<file path="config.mk">
export PLATFORM = sky130hd
export DESIGN_NAME = tern_maxmin
export DESIGN_NICKNAME = d
export VERILOG_FILES = /design/src/rtl/tmm_pkg.sv /design/src/rtl/tmm_compare.sv /design/src/rtl/tmm_flag.sv /design/src/rtl/tmm_nullify.sv /design/src/rtl/tmm_merge.sv /design/src/rtl/tern_maxmin.sv
export SDC_FILE = /design/constraint.sdc
export NUM_CORES = 1
export LEC_CHECK = 0
export BUFFER_PORTS_ARGS = -buffer_cell sky130_fd_sc_hd__buf_2
export CAP_MARGIN = 40
export CORE_MARGIN = 3
export CORE_UTILIZATION = 35
export CTS_BUF_LIST = sky130_fd_sc_hd__clkbuf_4 sky130_fd_sc_hd__clkbuf_8
export CTS_CLUSTER_DIAMETER = 50
export DETAILED_ROUTE_END_ITERATION = 10
export GPL_TIMING_DRIVEN = 0
export PLACE_DENSITY_LB_ADDON = 0.12
export SLEW_MARGIN = 20
export SYNTH_ARGS = -nofsm -noshare
export SYNTH_HDL_FRONTEND = slang
export SYNTH_SLANG_ARGS = --single-unit
</file>
<file path="constraint.sdc">
create_clock -name clk -period 6.6 [get_ports clk]
set_clock_uncertainty 0.15 [all_clocks]
set_input_delay 1.32 -clock clk [delete_from_list [all_inputs] [get_ports clk]]
set_output_delay 1.32 -clock clk [all_outputs]
set_load 0.05 [all_outputs]
</file>
<file path="src/rtl/tmm_pkg.sv">
package tmm_pkg;
  typedef logic [1:0] trit_t;

  localparam trit_t T_NUL = 2'b00;
  localparam trit_t T_NEG = 2'b01;
  localparam trit_t T_ZER = 2'b10;
  localparam trit_t T_POS = 2'b11;

  // boolean trit: true is one, false is zero, null stays null
  function automatic trit_t to_bool(input logic hit, input trit_t verdict);
    if (verdict == T_NUL) return T_NUL;
    return hit ? T_POS : T_ZER;
  endfunction

  // gate one trit: pass when flag equals the wanted boolean
  function automatic trit_t gate_trit(input trit_t flag, input trit_t want, input trit_t v);
    return (flag == want) ? v : T_NUL;
  endfunction

  // merge two trits: the non-null one wins
  function automatic trit_t join_trit(input trit_t a, input trit_t b);
    return (a != T_NUL) ? a : b;
  endfunction
endpackage

</file>
<file path="src/rtl/tmm_compare.sv">
module tmm_compare
  import tmm_pkg::*;
#(
  parameter int TRITS = 9
) (
  input  logic [2*TRITS-1:0] lhs,
  input  logic [2*TRITS-1:0] rhs,
  output trit_t              verdict
);
  always_comb begin
    logic  decided;
    logic  seen_null;
    trit_t l_t;
    trit_t r_t;
    verdict   = T_ZER;
    decided   = 1'b0;
    seen_null = 1'b0;
    for (int i = TRITS - 1; i >= 0; i--) begin
      l_t = lhs[2*i +: 2];
      r_t = rhs[2*i +: 2];
      if (l_t == T_NUL || r_t == T_NUL) seen_null = 1'b1;
      // code order equals value order for the non-null codes
      if (!decided && l_t != r_t) begin
        verdict = (l_t > r_t) ? T_POS : T_NEG;
        decided = 1'b1;
      end
    end
    if (seen_null) verdict = T_NUL;
  end
endmodule

</file>
<file path="src/rtl/tmm_flag.sv">
module tmm_flag
  import tmm_pkg::*;
#(
  parameter bit MODE_MAX = 1'b1
) (
  input  trit_t verdict,
  output trit_t flag
);
  generate
    if (MODE_MAX) begin : g_max
      assign flag = to_bool(verdict == T_POS, verdict);
    end else begin : g_min
      assign flag = to_bool(verdict == T_NEG, verdict);
    end
  endgenerate
endmodule

</file>
<file path="src/rtl/tmm_nullify.sv">
module tmm_nullify
  import tmm_pkg::*;
#(
  parameter int TRITS   = 9,
  parameter bit ON_TRUE = 1'b1
) (
  input  trit_t              flag,
  input  logic [2*TRITS-1:0] din,
  output logic [2*TRITS-1:0] dout
);
  localparam trit_t WANT = ON_TRUE ? T_POS : T_ZER;

  for (genvar i = 0; i < TRITS; i++) begin : g_trit
    assign dout[2*i +: 2] = gate_trit(flag, WANT, din[2*i +: 2]);
  end
endmodule

</file>
<file path="src/rtl/tmm_merge.sv">
module tmm_merge
  import tmm_pkg::*;
#(
  parameter int TRITS = 9
) (
  input  logic [2*TRITS-1:0] a,
  input  logic [2*TRITS-1:0] b,
  output logic [2*TRITS-1:0] y,
  output logic               clash
);
  logic [TRITS-1:0] both;

  for (genvar i = 0; i < TRITS; i++) begin : g_trit
    assign y[2*i +: 2] = join_trit(a[2*i +: 2], b[2*i +: 2]);
    assign both[i]     = (a[2*i +: 2] != T_NUL) && (b[2*i +: 2] != T_NUL);
  end

  assign clash = |both;
endmodule

</file>
<file path="src/rtl/tern_maxmin.sv">
module tern_maxmin
  import tmm_pkg::*;
#(
  parameter int TRITS    = 9,
  parameter bit MODE_MAX = 1'b1
) (
  input  logic               clk,
  input  logic               rst_n,
  input  logic [2*TRITS-1:0] lhs,
  input  logic [2*TRITS-1:0] rhs,
  output logic [2*TRITS-1:0] res
);
  localparam int W = 2 * TRITS;

  trit_t        verdict;
  trit_t        flag;
  logic [W-1:0] keep_l;
  logic [W-1:0] keep_r;
  logic [W-1:0] merged;
  logic         clash;

  tmm_compare #(.TRITS(TRITS)) u_cmp (
    .lhs(lhs), .rhs(rhs), .verdict(verdict)
  );

  tmm_flag #(.MODE_MAX(MODE_MAX)) u_flag (
    .verdict(verdict), .flag(flag)
  );

  tmm_nullify #(.TRITS(TRITS), .ON_TRUE(1'b1)) u_gate_l (
    .flag(flag), .din(lhs), .dout(keep_l)
  );

  tmm_nullify #(.TRITS(TRITS), .ON_TRUE(1'b0)) u_gate_r (
    .flag(flag), .din(rhs), .dout(keep_r)
  );

  tmm_merge #(.TRITS(TRITS)) u_merge (
    .a(keep_l), .b(keep_r), .y(merged), .clash(clash)
  );

  always_ff @(posedge clk) begin
    if (!rst_n) res <= '0;
    else        res <= merged;
  end
endmodule

</file>
==> key figures <==
Critical path
  • Peak fanout along the critical path: 10
  • Crit path kind: in -> reg
  • Worst path bufs/invs: 4
  • Cell repeated most along the worst path: sky130_fd_sc_hd__buf_2
  • Critical-path cell list: buf_2 -> inv_1 -> ha_1 -> nand2b_1 -> a21oi_1 -> a31oi_1 -> o311ai_0 -> a211oi_2 -> ha_1 -> buf_2 -> buf_2 -> nand3_1 -> a21boi_0
  • Worst EP required: 6.62 ns
  • Slowest cell on the critical path: sky130_fd_sc_hd__o311ai_0
  • Data arrival time of the critical path: 3.74 ns
  • Startpoint types: primary input
  • Top delay family on crit path: compound AO/OA/AOI/OAI gates
  • Delay of the slowest cell on the worst path: 0.47 ns
  • Endpoint class of the critical path: register

GRT
  • Wire length of the first global-routing pass: 5930 µm
  • Total global-route track usage: 0.166
  • Number of global-route vias before repair: 1367
  • Antenna violations before repair: 0
  • Pin count of the biggest net entering global routing: 11
  • Gr ovfl total: 0

Detailed routing
  • Per-cell via count in the routed design: 5.20
  • Vias: 1462
  • Count of nets left with antenna violations after detail routing: 0
  • Post-DR wirelength/cell: 13.0 µm
  • First-iteration detailed-routing DRC count: 40
  • Length of the first detailed-routing pass in iterations: 4
  • Total Wirelength: 3670 µm
  • DRC violations left: 0

Timing
  • Max-Slew Margin vs Limit: 0.645
  • Final TNS setup: 0 ns
  • Final worst path period need: 3.73 ns
  • Final number of hold-violating endpoints: 0
  • Slew Limit Fails: 0
  • Max Clock Freq: 268 MHz
  • Setup Viol. Count Final: 0
  • Share of the cycle needed by the critical path after routing: 0.565
  • Unrepaired setup endpoints after global routing: no
  • Post-route worst setup slack: 2.87 ns
  • Worst-margin pin slew: 0.525 ns

Clocking
  • Total clock buffers created by CTS: 3
  • Clock tree from TritonCTS: yes
  • Number of H-tree levels: 1
  • Maximum root-to-sink buffer count: 2
  • Number of sinks handled by clock tree synthesis: 18
  • Root buffer cell: sky130_fd_sc_hd__clkbuf_8
  • Clk pin slew, worst setup/hold paths: 0.06 ns
  • Hold-fix buffer count after cts: 0
  • # resized after CTS: 0
  • Number of buffers inserted to repair setup after CTS: 0

Synth
  • Most area-hungry cell type in the Yosys netlist: sky130_fd_sc_hd__dfxtp_1
  • Post-synth top cells: sky130_fd_sc_hd__nand2_1 (23), sky130_fd_sc_hd__nand3_1 (21), sky130_fd_sc_hd__ha_1 (19)
  • Number of synthesized register bits: 18
  • Most frequent cell after synthesis: sky130_fd_sc_hd__nand2_1
  • Number of library cell types mapped by synthesis: 30
  • Mean post-synth cell area: 7.98 µm²
  • Number of synthesized flops with an enable pin: 0
  • Post-synthesis net count: 231
  • Count of warnings emitted by yosys: 0
  • Syn Std Cell Area: 1390 µm²
  • Most instantiated flip-flop cell in the synthesis netlist: sky130_fd_sc_hd__dfxtp_1
  • Register area share after synthesis: 0.259
  • Largest cells by area after synthesis: sky130_fd_sc_hd__dfxtp_1 (26%), sky130_fd_sc_hd__ha_1 (17%), sky130_fd_sc_hd__a21boi_0 (9.7%), sky130_fd_sc_hd__nand3_1 (7.6%), sky130_fd_sc_hd__nand2_1 (6.2%)
  • Async set-or-reset flop fraction in the synthesized netlist: 0
  • Gate Count Post-Synth: 174
  • Area fraction of the dominant cell type after synthesis: 0.259

Job
  • Max-capacitance violation count: 0

Power
  • Total Power: 264 µW
  • Max VDD drop: 0.118 mV
  • Switching Power: 71.7 µW
  • Leak: 0.000845 µW
  • Relative contribution of the clock network to total power: 0.328
  • Combinational power share: 0.259
  • Sequential cell fraction of total power: 0.414
  • Total internal power: 192 µW
  • Switching Fraction: 0.272
  • Power density relative to cell area: 148 nW/µm²

Placement
  • Weighted congestion at the end of routability-driven global placement: 0.794
  • Worst setup timing slack at the placement stage: 2.58 ns
  • Placed cell areas: 1720 µm²
  • Half-perimeter wire length after placement: 3240 µm
  • Buffers on Ports: 55

Cells and area
  • Final design instance area without fill: 1780 µm²
  • Count of antenna diodes in the layout: 0
  • Register with the highest flop count: res
  • Flip-flop and latch area: 360 µm²
  • Relative area change from synthesis to final layout: 28.1%
  • Utilization after layout: 0.475
  • Flip-flop count of the largest register, all copies and words added: 18
  • Ratio of cells with drive above 1 in the final layout: 0.300
  • Final #Nets: 291
  • Filler cell count in the final layout: 411
  • Registers with the most flip-flops: res (18)
  • Area occupied by multi-input gates: 937 µm²

Die
  • Number of primary I/O pins: 56
  • Initial Utilization: 0.371
  • Die Y-Extent: 69.0 µm
  • Die Span X: 69.0 µm
  • Num rows: 22
  • Area inside the core boundary: 3740 µm²
  • Overall die area: 4760 µm²

Hold path
  • Hold/Removal Path Class: in -> reg

Outcome
  • Result of the run: complete, no violations
routing by layer:
layer | vias to the layer above | track usage | share of wire
li1 | 744 | - | -
met1 | 669 | 0.207 | 0.44
met2 | 47 | 0.296 | 0.47
met3 | 2 | 0.0486 | 0.086
met4 | 0 | 0.00730 | 0.0033
met5 | - | 0 | 0
through the flow:
step	hold WS [ns]	cells
2_1_floorplan	1.32	174
6_report	1.22	281
3_5_place_dp	1.49	277
3_3_place_gp	1.48	277
4_1_cts	1.22	281
5_1_grt	1.25	281
tightest hold or removal path, stage by stage:
cell                       delay (ns)
sky130_fd_sc_hd__buf_2           0.12
sky130_fd_sc_hd__nand3_1         0.06
sky130_fd_sc_hd__a21boi_0        0.07
cell families after synthesis:
logic type                 count (synthesis)  share of synthesized area
DFF                                       18                      0.259
adders and majority gates                 19                      0.171
AOI/OAI and AO/OA                         44                      0.224
and+or+nand+nor                           70                      0.279
buffers and inverters                     23                     0.0658
power groups by stage:
stage	Clock [µW]	Combinational, µW	Sequential (µW)
floorplan	0	39.6	113
global placement	0	68.2	111
detailed placement	0	68.3	111
CTS	89.5	68.8	109
global route	94.2	77.4	109
finish	86.5	68.2	109
cell type report:
type / count / share of cell area
Inverter: 18 / 0.0380
Multi-Input combinational cell: 133 / 0.527
Clock buffer: 4 / 0.0309
Timing Repair Buffer: 55 / 0.155
Buffer: 5 / 0.0134
Tap cell: 48 / 0.0338
Sequential cell: 18 / 0.203
worst paths after layout:
check	from	end	slack (ns)	cells after the start
setup / recovery	lhs[10]	res[3]	2.87	13
hold / removal	rhs[17]	res[17]	1.22	3
layout by cell type (no fill, tap or decap), types with 6 or more instances in the layout:
| cell | count |
|---|---|
| sky130_fd_sc_hd__nand3_1 | 21 |
| sky130_fd_sc_hd__buf_2 | 59 |
| sky130_fd_sc_hd__ha_1 | 19 |
| sky130_fd_sc_hd__nand2_1 | 23 |
| sky130_fd_sc_hd__inv_1 | 18 |
| sky130_fd_sc_hd__dfxtp_1 | 18 |
| sky130_fd_sc_hd__a21oi_1 | 6 |
| sky130_fd_sc_hd__o22ai_1 | 9 |
| sky130_fd_sc_hd__nand2b_1 | 9 |
| sky130_fd_sc_hd__a21boi_0 | 18 |
(Power assumes the default switching activity.)
